<file path="src/rtl/glitch_pkg.sv">
package glitch_pkg;

    typedef enum logic [2:0] {
        ST_IDLE  = 3'd0,
        ST_RESET = 3'd1,
        ST_DELAY = 3'd2,
        ST_PULSE = 3'd3,
        ST_SPACE = 3'd4
    } gl_state_e;

    // reset follow-up codes; any other value behaves as "none"
    localparam logic [1:0] RM_PULSE = 2'b00;
    localparam logic [1:0] RM_ARM   = 2'b01;

endpackage

</file>
<file path="src/rtl/glitch_sync.sv">
module glitch_sync #(
    parameter int STAGES = 2
) (
    input  logic clk,
    input  logic rst_n,
    input  logic async_i,
    output logic sync_o
);

    logic [STAGES-1:0] chain_d, chain_q;

    always_comb begin
        chain_d = {chain_q[STAGES-2:0], async_i};
    end

    always_ff @(posedge clk or negedge rst_n) begin
        if (!rst_n) begin
            chain_q <= '0;
        end else begin
            chain_q <= chain_d;
        end
    end

    assign sync_o = chain_q[STAGES-1];

endmodule

</file>
<file path="src/rtl/glitch_timer.sv">
module glitch_timer #(
    parameter int TMR_W = 16
) (
    input  logic             clk,
    input  logic             rst_n,
    input  logic             load,
    input  logic [TMR_W-1:0] load_val,
    output logic             done
);

    logic [TMR_W-1:0] cnt_d, cnt_q;

    always_comb begin
        cnt_d = cnt_q;
        if (load) begin
            cnt_d = load_val;
        end else if (cnt_q != '0) begin
            cnt_d = cnt_q - 1'b1;
        end
    end

    always_ff @(posedge clk or negedge rst_n) begin
        if (!rst_n) begin
            cnt_q <= '0;
        end else begin
            cnt_q <= cnt_d;
        end
    end

    assign done = (cnt_q == '0);

    // an unloaded, unfinished count steps down by exactly one
    p_count_down_r2: assert property (@(posedge clk) disable iff (!rst_n)
        (!load && !done) |=> (cnt_q == $past(cnt_q) - 1'b1));

    // a load of zero finishes after a single cycle
    p_zero_load_r2: assert property (@(posedge clk) disable iff (!rst_n)
        (load && load_val == '0) |=> done);

endmodule

</file>
<file path="src/rtl/glitch_fsm.sv">
module glitch_fsm
    import glitch_pkg::*;
#(
    parameter int DLY_W = 16,
    parameter int WID_W = 8,
    parameter int CNT_W = 8,
    parameter int TMR_W = 16
) (
    input  logic             clk,
    input  logic             rst_n,
    input  logic [DLY_W-1:0] cfg_delay,
    input  logic [WID_W-1:0] cfg_width,
    input  logic [CNT_W-1:0] cfg_count,
    input  logic [DLY_W-1:0] cfg_space,
    input  logic [DLY_W-1:0] cfg_rst_len,
    input  logic [1:0]       cfg_rmode,
    input  logic             go_stb,
    input  logic             arm_stb,
    input  logic             prst_stb,
    input  logic             trig_sync,
    input  logic             tmr_done,
    output logic             tmr_load,
    output logic [TMR_W-1:0] tmr_val,
    output gl_state_e        state_o,
    output logic             start_o,
    output logic             armed_o
);

    typedef struct packed {
        gl_state_e        state;
        logic             armed;
        logic             start;
        logic [CNT_W-1:0] left;
    } fsm_regs_t;

    fsm_regs_t r_d, r_q;

    // duration register value -> timer preload (effective length minus one)
    function automatic logic [TMR_W-1:0] len_m1(input logic [TMR_W-1:0] v);
        return (v == '0) ? '0 : v - 1'b1;
    endfunction

    logic [TMR_W-1:0] delay_ld, width_ld, space_ld, rst_ld;
    logic [CNT_W-1:0] count_eff;

    always_comb begin
        delay_ld  = len_m1(TMR_W'(cfg_delay));
        width_ld  = len_m1(TMR_W'(cfg_width));
        space_ld  = len_m1(TMR_W'(cfg_space));
        rst_ld    = len_m1(TMR_W'(cfg_rst_len));
        count_eff = (cfg_count == '0) ? CNT_W'(1) : cfg_count;
    end

    logic launch;

    always_comb begin
        r_d      = r_q;
        r_d.start = 1'b0;
        tmr_load = 1'b0;
        tmr_val  = '0;
        launch   = 1'b0;

        unique case (r_q.state)
            ST_IDLE: begin
                if (prst_stb) begin
                    r_d.state = ST_RESET;
                    tmr_load  = 1'b1;
                    tmr_val   = rst_ld;
                end else if (go_stb || (r_q.armed && trig_sync)) begin
                    launch = 1'b1;
                end else if (arm_stb) begin
                    r_d.armed = ~r_q.armed;
                end
            end
            ST_RESET: begin
                if (tmr_done) begin
                    if (cfg_rmode == RM_PULSE) begin
                        launch = 1'b1;
                    end else if (cfg_rmode == RM_ARM) begin
                        r_d.state = ST_IDLE;
                        r_d.armed = 1'b1;
                    end else begin
                        r_d.state = ST_IDLE;
                    end
                end
            end
            ST_DELAY: begin
                if (tmr_done) begin
                    r_d.state = ST_PULSE;
                    tmr_load  = 1'b1;
                    tmr_val   = width_ld;
                end
            end
            ST_PULSE: begin
                if (tmr_done) begin
                    if (r_q.left <= CNT_W'(1)) begin
                        r_d.state = ST_IDLE;
                    end else begin
                        r_d.state = ST_SPACE;
                        r_d.left  = r_q.left - 1'b1;
                        tmr_load  = 1'b1;
                        tmr_val   = space_ld;
                    end
                end
            end
            ST_SPACE: begin
                if (tmr_done) begin
                    r_d.state = ST_PULSE;
                    tmr_load  = 1'b1;
                    tmr_val   = width_ld;
                end
            end
            default: begin
                r_d.state = ST_IDLE;
            end
        endcase

        if (launch) begin
            r_d.state = ST_DELAY;
            r_d.armed = 1'b0;
            r_d.start = 1'b1;
            r_d.left  = count_eff;
            tmr_load  = 1'b1;
            tmr_val   = delay_ld;
        end
    end

    always_ff @(posedge clk or negedge rst_n) begin
        if (!rst_n) begin
            r_q <= '{state: ST_IDLE, armed: 1'b0, start: 1'b0, left: '0};
        end else begin
            r_q <= r_d;
        end
    end

    assign state_o = r_q.state;
    assign start_o = r_q.start;
    assign armed_o = r_q.armed;

    // the start marker never lasts two cycles
    p_start_single_r4: assert property (@(posedge clk) disable iff (!rst_n)
        r_q.start |=> !r_q.start);

    // arming is consumed by the start
    p_start_disarm_r6: assert property (@(posedge clk) disable iff (!rst_n)
        r_q.start |-> !r_q.armed);

    // the delay phase holds until the timer finishes
    p_delay_hold_r2: assert property (@(posedge clk) disable iff (!rst_n)
        (r_q.state == ST_DELAY && !tmr_done) |=> (r_q.state == ST_DELAY));

    // no gap after the final pulse
    p_last_to_idle_r3: assert property (@(posedge clk) disable iff (!rst_n)
        (r_q.state == ST_PULSE && tmr_done && r_q.left <= CNT_W'(1)) |=> (r_q.state == ST_IDLE));

    // a running sequence never restarts itself
    p_no_restart_r9: assert property (@(posedge clk) disable iff (!rst_n)
        (r_q.state != ST_IDLE && r_q.state != ST_RESET) |=> !r_q.start);

endmodule

</file>
<file path="src/rtl/glitch_seq.sv">
module glitch_seq
    import glitch_pkg::*;
#(
    parameter int DLY_W   = 16,
    parameter int WID_W   = 8,
    parameter int CNT_W   = 8,
    parameter int SYNC_ST = 2
) (
    input  logic             clk,
    input  logic             rst_n,
    input  logic [DLY_W-1:0] cfg_delay,
    input  logic [WID_W-1:0] cfg_width,
    input  logic [CNT_W-1:0] cfg_count,
    input  logic [DLY_W-1:0] cfg_space,
    input  logic [DLY_W-1:0] cfg_rst_len,
    input  logic [1:0]       cfg_rmode,
    input  logic             go_stb,
    input  logic             arm_stb,
    input  logic             prst_stb,
    input  logic             trig_pin,
    output logic             pulse_o,
    output logic             pulse_n_o,
    output logic             trst_o,
    output logic             trst_n_o,
    output logic             glitch_or_rst_o,
    output logic             start_o,
    output logic             busy_o,
    output logic             armed_o
);

    localparam int TMR_W = (DLY_W > WID_W) ? DLY_W : WID_W;

    logic             trig_sync;
    logic             tmr_load;
    logic [TMR_W-1:0] tmr_val;
    logic             tmr_done;
    gl_state_e        state;

    glitch_sync #(.STAGES(SYNC_ST)) u_sync (
        .clk     (clk),
        .rst_n   (rst_n),
        .async_i (trig_pin),
        .sync_o  (trig_sync)
    );

    glitch_timer #(.TMR_W(TMR_W)) u_timer (
        .clk      (clk),
        .rst_n    (rst_n),
        .load     (tmr_load),
        .load_val (tmr_val),
        .done     (tmr_done)
    );

    glitch_fsm #(
        .DLY_W (DLY_W),
        .WID_W (WID_W),
        .CNT_W (CNT_W),
        .TMR_W (TMR_W)
    ) u_fsm (
        .clk         (clk),
        .rst_n       (rst_n),
        .cfg_delay   (cfg_delay),
        .cfg_width   (cfg_width),
        .cfg_count   (cfg_count),
        .cfg_space   (cfg_space),
        .cfg_rst_len (cfg_rst_len),
        .cfg_rmode   (cfg_rmode),
        .go_stb      (go_stb),
        .arm_stb     (arm_stb),
        .prst_stb    (prst_stb),
        .trig_sync   (trig_sync),
        .tmr_done    (tmr_done),
        .tmr_load    (tmr_load),
        .tmr_val     (tmr_val),
        .state_o     (state),
        .start_o     (start_o),
        .armed_o     (armed_o)
    );

    always_comb begin
        pulse_o         = (state == ST_PULSE);
        trst_o          = (state == ST_RESET);
        pulse_n_o       = ~pulse_o;
        trst_n_o        = ~trst_o;
        glitch_or_rst_o = pulse_o | trst_o;
        busy_o          = (state != ST_IDLE);
    end

    // pulse and target reset are never high together
    p_exclusive_r10: assert property (@(posedge clk) disable iff (!rst_n)
        !(pulse_o && trst_o));

    // the start marker only appears while busy
    p_start_busy_r4: assert property (@(posedge clk) disable iff (!rst_n)
        start_o |-> busy_o);

endmodule

</file>
<file path="config.mk">
export PLATFORM = sky130hd
export DESIGN_NAME = glitch_seq
export DESIGN_NICKNAME = d
export VERILOG_FILES = /design/src/rtl/glitch_pkg.sv /design/src/rtl/glitch_sync.sv /design/src/rtl/glitch_timer.sv /design/src/rtl/glitch_fsm.sv /design/src/rtl/glitch_seq.sv
export SDC_FILE = /design/constraint.sdc
export NUM_CORES = 1
export LEC_CHECK = 0
export ABC_CLOCK_PERIOD_IN_PS = 2390
export BUFFER_PORTS_ARGS = -buffer_cell sky130_fd_sc_hd__buf_2
export CELL_PAD_IN_SITES_DETAIL_PLACEMENT = 0
export CELL_PAD_IN_SITES_GLOBAL_PLACEMENT = 1
export CORE_MARGIN = 8
export CORE_UTILIZATION = 36
export DETAILED_ROUTE_END_ITERATION = 10
export PLACE_DENSITY_LB_ADDON = 0.25
export SLEW_MARGIN = 20
export SYNTH_ARGS = -nofsm -noshare
export SYNTH_HDL_FRONTEND = slang
export SYNTH_SLANG_ARGS = --single-unit
</file>
<file path="constraint.sdc">
create_clock -name clk -period 2.39 [get_ports clk]
set_input_delay 0.239 -clock clk [delete_from_list [all_inputs] [get_ports clk]]
set_output_delay 0.239 -clock clk [all_outputs]
set_load 0.01 [all_outputs]
</file>
==> results_dict.tcl <==
set metrics [dict create \
    cp.depth 8 \
    synth_area_leader_cell "dfrtp_1" \
    grt_usage 0.1816 \
    placed_cells 661 \
    syn_area_um2 3237 \
    cts.sinks 31 \
    wl_per_cell_um 17.06 \
    antennaDiodeCount 0 \
    cap_violations 0 \
    dpl.hpwl_mm 9.309 \
    required_ns 2.59 \
    grt_pass1_vias 3986 \
    synth_cells 417 \
    area_growth_syn_to_layout_pct 43.45 \
    drtIter0Drc 186 \
    power_w 0.001989 \
    max_freq_ghz 0.4197 \
    vias 3828 \
    synth_cell_types 62 \
    cts_tree "yes" \
    start_util 0.3712 \
    cts_hold_buf 0 \
    mostFrequentLayoutCells "80 x buf_2, 77 x buf_4, 44 x nor2_1" \
    htreeDepth 2 \
    vias_per_cell 5.605 \
    synth_xor_area_frac 0.1380 \
    clk_pin_slew_ns 0.06 \
    ff2ff_setup_slack_ns 0.007 \
    synth_enable_flop_cells 0 \
    fin_util 0.5324 \
    grt-ovfl-total 0 \
    root_buffer "clkbuf_8" \
    die_y_um 110.8 \
    nets 656 \
    syn_area_per_cell_um2 7.762 \
    drv_slew 0 \
    cp_cell_sequence "buf_4 > nor4_2 > nand2_1 > or4_1 > nor4b_2 > buf_4 > nor2_2 > a22oi_1" \
    die_area_um2 12280 \
    r2r_start "u_timer.cnt_q[9]$_DFFE_PN0P_" \
    rsz0062_at_grt "yes" \
    drive_gt1_frac 0.3722 \
    leakage_nw 1.981 \
    ys_ff_latch 31 \
    rr_worst_depth 8 \
    cts_buffer_depth 2 \
    num_io_pins 80 \
    nFillCells 848 \
    startpoint "u_timer.cnt_q[9]$_DFFE_PN0P_" \
    synthAdderAreaFrac 0.03865 \
    synth_compound_gate_area_share 0.2037 \
    synthSimpleGateAreaFrac 0.3170 \
    clk_latency_ns 0.29 \
    firstDrtPassIters 5 \
    ant_nets 0 \
    min_path_type "in -> async" \
    grt_max_degree 32 \
    design.core.area_um2 8721 \
    routed_wl_mm 11.66 \
    synth_top_flop_cell "dfrtp_1" \
    fin_crit_ns 2.383 \
    setup.worst_path.class "reg -> reg" \
    async_flop_share 1.000 \
    syn_nets 499 \
    instances_no_fill 683 \
    synth_mux_area_frac 0.02203 \
    cp_slowest_cell "or4_1" \
    maxSlewHeadroom 0.5087 \
    cp_top_family "simple AND/OR/NAND/NOR gates" \
    power_density_nw_per_um2 428.5 \
    tightestPinTransition_ns 0.7369 \
    place.gp.congestion 0.8841 \
    synth_area_leaders "dfrtp_1 24%, xnor2_1 8.1%, nor2_1 5.7%, xor2_1 5.7%, nand2_1 4.4%" \
    synth_top_family_by_area "simple AND/OR/NAND/NOR gates" \
    critPathCaptureType "flop" \
    crit_fanout 3 \
    seq_area_frac_synth 0.2397 \
    drc 0 \
    row_count 34 \
    status "complete, no violations" \
    cp-endpoint "u_timer.cnt_q[8]$_DFFE_PN0P_" \
    cp_common_cell "buf_4" \
    synth_top_area_frac 0.2397 \
    io_buffers 79 \
    start_kind "flop" \
    arrival_ns 2.59 \
    die_w_um 110.8 \
    cp_slowest_stage_delay_ns 0.53 \
    cts_inserted_buffers 5 \
    ys_warn_count 0 \
    reg2reg_to "u_timer.cnt_q[8]$_DFFE_PN0P_" \
    fin_worst_skew_ns 0.007400 \
    ir_drop_mv 0.2492 \
    setup_violations 0 \
    grt_pass1_wl_mm 18.80 \
    layout.cells.most_common "buf_2" \
    min_period_over_period 0.9970 \
    hold_viol_final 0 \
    antenna_found_initial 0 \
    crit_buf_inv 2 \
]
routing by layer:
metal / vias up / track usage / routed length [um]
li1: 1869 / - / -
met5: - / 0 / 0
met3: 14 / 0.03950 / 647
met2: 123 / 0.3060 / 5666
met1: 1822 / 0.2254 / 5141
met4: 0 / 0.05225 / 199
power breakdown:
part / internal, W / leakage [nW] / switching [W]
registers: 0.000632 / 0.349 / 0.0000939
logic: 0.000451 / 1.59 / 0.000410
clock network: 0.000204 / 0.0422 / 0.000199
synthesized netlist by cell type (all sizes together), types with 2 or more instances:
cell type   n
a211o       2
a211oi      3
a21o        2
a21oi      25
a221o       2
a22oi       5
a2bb2oi     2
a31oi       4
and2        2
buf         6
clkbuf      6
dfrtp      31
ha         10
inv        17
mux2i       6
nand2      38
nand2b      4
nand3       6
nand3b      4
nand4       5
nand4b      3
nor2       50
nor2b       2
nor3       25
nor3b       4
nor4       21
nor4b       4
o211ai      4
o21ai      16
o221ai      2
o22a        2
o22ai      10
o31a        6
o32ai       2
o41ai       3
or2         5
or3         6
or4         8
xnor2      30
xor2       21
state kept, by name, indices dropped and copies added, names as in the netlist:
register and count:
u_fsm.state_o 3, u_fsm.start_o 1, u_fsm.r_q 8, u_sync.chain_q 2, u_timer.cnt_q 16, u_fsm.armed_o 1
metrics by stage:
stage               setup TNS (ns)  worst slack (ns)  hold slack [ns]  cell area, um2
finish                           0          0.007272         0.007876            4643
global route               -0.6763          -0.08700          0.04833            4643
CTS                              0          0.002590          0.01540            4404
detailed placement         -0.3191           -0.1127           0.3306            4220
global placement           -0.5209           -0.1388           0.3240            4220
floorplan                        0           0.06443         -0.05659            3237
cell families after synthesis:
family | Yosys count
AO/OA/AOI/OAI | 97
XOR/XNOR | 51
adder cells (fa/ha/maj) | 10
buffers and inverters | 30
flip-flops | 31
multiplexers | 7
AND/OR/NAND/NOR | 191
how the worst min path moves through the flow:
stage	slack [ns]	end	depth (start not counted)	start
floorplan	-0.06	u_fsm.armed_o$_DFFE_PN0P_	0	rst_n
global placement	0.32	u_sync.chain_q[1]$_DFF_PN0_	1	rst_n
detailed placement	0.33	u_sync.chain_q[1]$_DFF_PN0_	1	rst_n
CTS	0.02	u_sync.chain_q[1]$_DFF_PN0_	1	rst_n
global route	0.05	u_sync.chain_q[0]$_DFF_PN0_	1	trig_pin
finish	0.008	u_sync.chain_q[1]$_DFF_PN0_	1	rst_n
worst register-to-register path, cell delays in order (launching register included):
cell	delay, ns
dfrtp_1	0.40
buf_4	0.14
nor4_2	0.33
nand2_1	0.13
or4_1	0.53
nor4b_2	0.32
buf_4	0.20
nor2_2	0.06
a22oi_1	0.19
area by class of cell:
cell class	count	area, um2	area share
clock inverters	1	5.005	0.001078
well taps	108	135.1	0.02910
multi-input cells	356	2539	0.5468
inverters	18	68.82	0.01482
repair buffers	162	1044	0.2247
flip-flops and latches	31	775.7	0.1671
clock buffers	7	76.32	0.01644
repair_timing:
item / in CTS / in global routing
cloned: 0 / 1
resized for setup: 19 / 32
pin swaps: 7 / 17
setup endpoints to repair: 15 / 24
hold endpoints to repair: 0 / 0
buffers inserted: 5 / 9
(Power assumes the default switching activity.)
